===== src/rtl/dspb_pkg.sv =====
package dspb_pkg;

  // Top-level sequencer states.
  typedef enum logic [2:0] {
    S_IDLE,
    S_PICK,
    S_SETUP,
    S_LOW,
    S_HOLD,
    S_GAP
  } seq_state_t;

  // Which strobe was sent last in the current load.
  typedef enum logic [1:0] {
    P_RST,
    P_CLO,
    P_CHI,
    P_DATA
  } seq_phase_t;

  localparam int unsigned COUNT_W = 16;
  localparam int unsigned BYTE_W  = 8;
  localparam int unsigned BYTES_PER_WORD = 3;

  function automatic logic [COUNT_W-1:0] bytes_for_words(input logic [COUNT_W-1:0] words);
    return COUNT_W'(words * COUNT_W'(BYTES_PER_WORD));
  endfunction

endpackage


===== src/rtl/dspb_pacer.sv =====
// Down-counter that times strobe low periods and gaps.
module dspb_pacer #(
  parameter int unsigned W = 8
) (
  input  logic         clk,
  input  logic         rst,
  input  logic         load,
  input  logic [W-1:0] load_val,
  output logic         expired
);

  logic [W-1:0] cnt_q;

  always_ff @(posedge clk) begin
    if (rst) begin
      cnt_q <= '0;
    end else if (load) begin
      cnt_q <= load_val;
    end else if (cnt_q != '0) begin
      cnt_q <= cnt_q - W'(1);
    end
  end

  assign expired = (cnt_q == '0);

endmodule


===== src/rtl/dspb_byte_sel.sv =====
// Chooses the next byte for the host port from the load phase.
module dspb_byte_sel
  import dspb_pkg::*;
(
  input  seq_phase_t          phase,
  input  logic [COUNT_W-1:0]  total,
  input  logic [BYTE_W-1:0]   s_data,
  output logic [BYTE_W-1:0]   next_byte,
  output logic                want_stream
);

  always_comb begin
    unique case (phase)
      P_RST:   next_byte = total[7:0];
      P_CLO:   next_byte = total[15:8];
      default: next_byte = s_data;
    endcase
    want_stream = (phase == P_CHI) || (phase == P_DATA);
  end

endmodule


===== src/rtl/dsp_boot_seq.sv =====
module dsp_boot_seq
  import dspb_pkg::*;
#(
  parameter int unsigned WORD_W  = 14,
  parameter int unsigned RST_CYC = 200,
  parameter int unsigned LOW_CYC = 100,
  parameter int unsigned GAP_CYC = 297
) (
  input  logic              clk,
  input  logic              rst,
  input  logic              start_i,
  input  logic [WORD_W-1:0] word_cnt_i,
  input  logic [7:0]        s_data_i,
  input  logic              s_valid_i,
  output logic              s_ready_o,
  output logic              sel_n_o,
  output logic [7:0]        bus_o,
  output logic              busy_o,
  output logic              done_o
);

  localparam int unsigned MAX_A = (RST_CYC > LOW_CYC) ? RST_CYC : LOW_CYC;
  localparam int unsigned MAX_B = (MAX_A > GAP_CYC) ? MAX_A : GAP_CYC;
  localparam int unsigned TMR_W = $clog2(MAX_B + 1);

  seq_state_t          state_q;
  seq_phase_t          phase_q;
  logic [COUNT_W-1:0]  total_q;
  logic [COUNT_W-1:0]  left_q;
  logic [BYTE_W-1:0]   bus_q;
  logic                sel_n_q;
  logic                busy_q;
  logic                done_q;

  logic                tmr_load;
  logic [TMR_W-1:0]    tmr_val;
  logic                tmr_expired;
  logic [BYTE_W-1:0]   next_byte;
  logic                want_stream;
  logic                take_byte;

  // Timer: loaded entering the low period and entering the gap.
  always_comb begin
    tmr_load = (state_q == S_SETUP) || (state_q == S_HOLD);
    if (state_q == S_HOLD) begin
      tmr_val = TMR_W'(GAP_CYC - 1);
    end else if (phase_q == P_RST) begin
      tmr_val = TMR_W'(RST_CYC - 1);
    end else begin
      tmr_val = TMR_W'(LOW_CYC - 1);
    end
  end

  dspb_pacer #(.W(TMR_W)) u_pacer (
    .clk      (clk),
    .rst      (rst),
    .load     (tmr_load),
    .load_val (tmr_val),
    .expired  (tmr_expired)
  );

  dspb_byte_sel u_sel (
    .phase       (phase_q),
    .total       (total_q),
    .s_data      (s_data_i),
    .next_byte   (next_byte),
    .want_stream (want_stream)
  );

  assign s_ready_o = (state_q == S_PICK) && want_stream && (left_q != '0);
  assign take_byte = s_ready_o && s_valid_i;

  always_ff @(posedge clk) begin
    if (rst) begin
      state_q <= S_IDLE;
      phase_q <= P_RST;
      total_q <= '0;
      left_q  <= '0;
      bus_q   <= '0;
      sel_n_q <= 1'b1;
      busy_q  <= 1'b0;
      done_q  <= 1'b0;
    end else begin
      done_q <= 1'b0;
      unique case (state_q)
        S_IDLE: begin
          if (start_i) begin
            total_q <= bytes_for_words(COUNT_W'(word_cnt_i));
            left_q  <= bytes_for_words(COUNT_W'(word_cnt_i));
            phase_q <= P_RST;
            bus_q   <= '0;
            busy_q  <= 1'b1;
            state_q <= S_SETUP;
          end
        end
        S_PICK: begin
          if (!want_stream) begin
            bus_q   <= next_byte;
            phase_q <= (phase_q == P_RST) ? P_CLO : P_CHI;
            state_q <= S_SETUP;
          end else if (left_q == '0) begin
            busy_q  <= 1'b0;
            done_q  <= 1'b1;
            state_q <= S_IDLE;
          end else if (take_byte) begin
            bus_q   <= next_byte;
            left_q  <= left_q - COUNT_W'(1);
            phase_q <= P_DATA;
            state_q <= S_SETUP;
          end
        end
        S_SETUP: begin
          sel_n_q <= 1'b0;
          state_q <= S_LOW;
        end
        S_LOW: begin
          if (tmr_expired) begin
            sel_n_q <= 1'b1;
            state_q <= S_HOLD;
          end
        end
        S_HOLD: begin
          state_q <= S_GAP;
        end
        S_GAP: begin
          if (tmr_expired) begin
            state_q <= S_PICK;
          end
        end
        default: state_q <= S_IDLE;
      endcase
    end
  end

  assign sel_n_o = sel_n_q;
  assign bus_o   = bus_q;
  assign busy_o  = busy_q;
  assign done_o  = done_q;

endmodule


===== config.mk =====
export PLATFORM = sky130hd
export DESIGN_NAME = dsp_boot_seq
export DESIGN_NICKNAME = d
export VERILOG_FILES = /design/src/rtl/dspb_pkg.sv /design/src/rtl/dspb_pacer.sv /design/src/rtl/dspb_byte_sel.sv /design/src/rtl/dsp_boot_seq.sv
export SDC_FILE = /design/constraint.sdc
export NUM_CORES = 1
export LEC_CHECK = 0
export ABC_AREA = 0
export BUFFER_PORTS_ARGS = -buffer_cell sky130_fd_sc_hd__buf_2
export CAP_MARGIN = 0
export CORE_ASPECT_RATIO = 0.7
export CORE_UTILIZATION = 40
export DETAILED_ROUTE_END_ITERATION = 10
export MAX_ROUTING_LAYER = met4
export SYNTH_ARGS = -nofsm -noshare
export SYNTH_HDL_FRONTEND = slang
export SYNTH_SLANG_ARGS = --single-unit

===== constraint.sdc =====
create_clock -name clk -period 2.8 [get_ports clk]
set_clock_uncertainty 0.2 [all_clocks]
set_input_delay 0.28 -clock clk [delete_from_list [all_inputs] [get_ports clk]]
set_output_delay 0.28 -clock clk [all_outputs]
set_load 0.02 [all_outputs]

==> metrics.sh <==
OUTCOME='finished, final reports clean'
SYN_TO_FINAL_GROWTH_PCT=16.5
DIEWIDTH_UM=115
POST_CTS.RESIZED_INSTANCES=0
TIMING.HOLD.WORST.START='rst'
GRT_UTIL_ALL_LAYERS_PCT=22.0
DR_TOTAL_VIAS=3441
WORSTPATHREQUIRED_NS=2.32
SYNTHDOMINANTCELLAREASHARE_PCT=32.0
UNREPAIRED_SETUP_ENDPOINTS_AFTER_GLOBAL_ROUTING='no'
WORST_SLEW_MARGIN_REL_PCT=55.9
POWER_PER_CELL_AREA_nW_PER_UM2=837
DRC=0
LAYOUT-DRIVE-GT1-SHARE_PCT=16.6
GRT_REMAINING_OVERFLOW=0
ANTENNA_FOUND_INITIAL=0
PART_OF_THE_TOTAL_POWER_DISSIPATED_IN_SEQUENTIAL_ELEMENTS_PCT=31.7
NETLIST_AREA_UM2=3570
GR-USAGE-MET2_PCT=32.1
WORSTREGTOREGCELLS=8
FINAL_CELL_MIX='71 x nand2_1, 57 x dfxtp_1, 55 x a21oi_1, 42 x o21ai_0, 37 x buf_2'
POST_CTS_HOLD_BUFFER_COUNT=0
CRITICAL_PATH_CAPTURE_POINT_TYPE='output pin'
CTS_ROOT_BUF='clkbuf_16'
NUMBER_OF_GLOBAL_ROUTE_VIAS_BEFORE_REPAIR=3000
GLOBAL_ROUTE_WIRE_LENGTH_BEFORE_REPAIR_UM=15200
SETUP.WORST_PATH.START_CLASS='register'
FINAL_NET_COUNT=538
MAXCAPVIOLATIONS=0
IO_PINS=38
SYNTH.LIB_CELLS_USED.DISTINCT=62
POSTROUTEANTENNANETS=0
POST-SYNTH-TOP-AREA-CELL='dfxtp_1'
DOMINANTREGCELLSYNTH='dfxtp_1'
SWITCHING_SHARE_PCT=39.6
FIN_TNS_SETUP_NS=0
POST_DRT_WL_PER_CELL_UM=15.4
PLACEMENT.CELL_AREA_UM2=3870
FMAX_MHz=380
TIMING.CRITICAL_PATH.FANOUT_MAX=6
TRITONCTS='built'
TOTAL_LEAKAGE_POWER_nW=1.61
ANTENNA-DIODE-COUNT=0
POSTSYNTHNETCOUNT=503
FINALWIRELENGTH_UM=9510
CORE.ROWCOUNT=28
GR-USAGE-MET3_PCT=4.48
MIN_PATH_TYPE='input pin to register'
WORST_SETUP_HOLD_PATH_CLK_SLEW_NS=0.06
FINALMAXSLEWVIOLATIONS=0
HOLD_VIOL=0
INITIAL_CORE_UTIL_PCT=41.8
MAXIMUM_BUFFER_DEPTH_OF_THE_CLOCK_TREE=2
AREA.SEQUENTIAL_UM2=1140
CTS-BUFFERS-INSERTED=9
DETAIL_ROUTE.ITER0.VIOLATIONS=226
FP.DIEAREA_UM2=9310
CELL_INTERNAL_PWR_mW=2.10
CLOCK_NETWORK_LATENCY_TO_THE_LATER_PIN_OF_THE_WORST_SKEW_PAIR_NS=0.33
HTREE_NUM_LEVELS=3
R2R_SETUP_SLACK_NS=0.31
GPL_CONGESTION=0.861
SYNTH-EDFF-COUNT=0
GLOBALROUTEMET1UTIL_PCT=30.7
SHARE_COMB_OF_TOTAL_POWER_PCT=38.0
HOLD_SLACK_NS=0.136
POST-ROUTE-WORST-SETUP-SLACK_NS=0.168
WORSTSETUPPATHTYPE='register to output pin'
FINALNONFILLERCELLS=619
POSTCTSSETUPBUFFERS=0
SETUP-VIOLATIONS-FINAL=0
TIGHTEST_SLEW_NS=0.661
FINAL_CORE_UTIL_PCT=48.7
FINAL.MIN_CLOCK_PERIOD_NS=2.63
NUMBER_OF_BUFFERS_INSERTED_BY_PORT_BUFFERING=37
WORST_EP_ARRIVAL_TIME_NS=2.15
HOLD-PATH-ENDPOINT='total_q[9]$_SDFFE_PP0P_'
DIE_H_UM=81.0
YS_TOP_CELLS_BY_AREA='dfxtp_1 32%, a21oi_1 7.7%, nand2_1 7.5%'
POWER.SWITCHING_mW=1.38
SYNTH-SEQ-CELLS=57
ASYNC_RESET_FF_SHARE_PCT=0
YOSYSSEQAREASHARE_PCT=32.0
POST-PLACE-WS_NS=0.201
NUM-FILL-CELLS=854
MAX-VDD-IR-DROP_mV=0.293
SYNTH.AVG_CELL_AREA_UM2=7.78
ROUTED_VIA_DENSITY=5.56
CLOCK_POWER_SHARE_PCT=30.3
FIN_AREA_UM2=4160
MIN_PATH_CELLS=2
DETAILED_PLACE_HPWL_UM=6910
MULTI_INPUT_GATE_AREA_IN_THE_FINAL_LAYOUT_UM2=2270
SYNTHESIS.INSTANCES=459
POWER_mW=3.48
FINAL.PERIOD_UTILIZATION_PCT=94.0
FIRSTDRTPASSITERS=6
CTS_NUM_SINKS=57
GRT_MOST_USED_LAYER='met2'
GRT_START_MAX_NET_PINS=25
MOSTFREQUENTLAYOUTCELL='nand2_1'
YOSYS_WARNINGS=0
REGTOREGENDPOINT='state_q[0]$_SDFFE_PP0P_'
REGTOREGSTARTPOINT='left_q[0]$_SDFFE_PP0P_'
PLACEABLECOREAREA_UM2=8550
DP.CELLS=603
area by class of cell:
type	instances	share of cell area, %
multi-input cells	367	54.6
flip-flops and latches	57	27.4
repair buffers	48	6.44
clock buffers	9	5.42
well taps	120	3.61
clock inverters	7	1.47
inverters	11	0.993
flip-flops by register name, summed over array words and instances (netlist names):
signal and flops:
bus_o 8, busy_o 1, done_o 1, left_q 16, phase_q 2, sel_n_o 1, state_q 3, total_q 16
u_pacer.cnt_q 9
how the worst max path moves through the flow:
stage / start / endpoint / depth (start not counted)
3_3_place_gp: word_cnt_i[1] / total_q[11]$_SDFFE_PP0P_ / 10
3_5_place_dp: word_cnt_i[1] / total_q[11]$_SDFFE_PP0P_ / 10
5_1_grt: left_q[1]$_SDFFE_PP0P_ / s_ready_o / 7
2_1_floorplan: word_cnt_i[0] / total_q[11]$_SDFFE_PP0P_ / 9
4_1_cts: left_q[0]$_SDFFE_PP0P_ / s_ready_o / 7
6_report: left_q[0]$_SDFFE_PP0P_ / s_ready_o / 7
worst max-delay path: stages (launching register included):
cell and delay [ns]:
dfxtp_1 0.35, inv_1 0.07, ha_1 0.17, nor3b_1 0.37, and4_4 0.34, and2_1 0.26, nor2_1 0.09, buf_2 0.17
power by group through the flow:
stage	sequential, mW	clock [mW]	combinational (mW)
after floorplan	1.08	0	1.02
after CTS	1.10	1.07	1.31
after global placement	1.11	0	1.27
final	1.10	1.06	1.32
after global routing	1.13	1.11	1.46
after detailed placement	1.12	0	1.29
synthesized netlist by cell type (all sizes together), types with 9 or more instances:
library cell	n
ha	17
nand3	17
o21ai	42
nor2	30
nand2	71
dfxtp	57
nor3	11
clkbuf	15
buf	9
inv	11
nand2b	9
a21oi	55
kinds of logic (layout without fill, tap and decap cells):
family,Yosys count,after routing,share of synthesized area [%]
muxes,9,9,2.56
xor gates and xnor gates,16,16,3.93
AOI/OAI and AO/OA,152,152,25.9
buffers and inverters,35,75,4.56
adders and majority gates,18,18,6.52
DFF,57,57,32.0
and+or+nand+nor,172,172,24.5
per-layer routing:
metal	routed length (um)	vias up
li1	-	1738
met1	4960	1581
met2	3960	110
met3	513	12
met4	78	0
met5	0	-
Note: power is estimated with default switching activity, not from simulation.
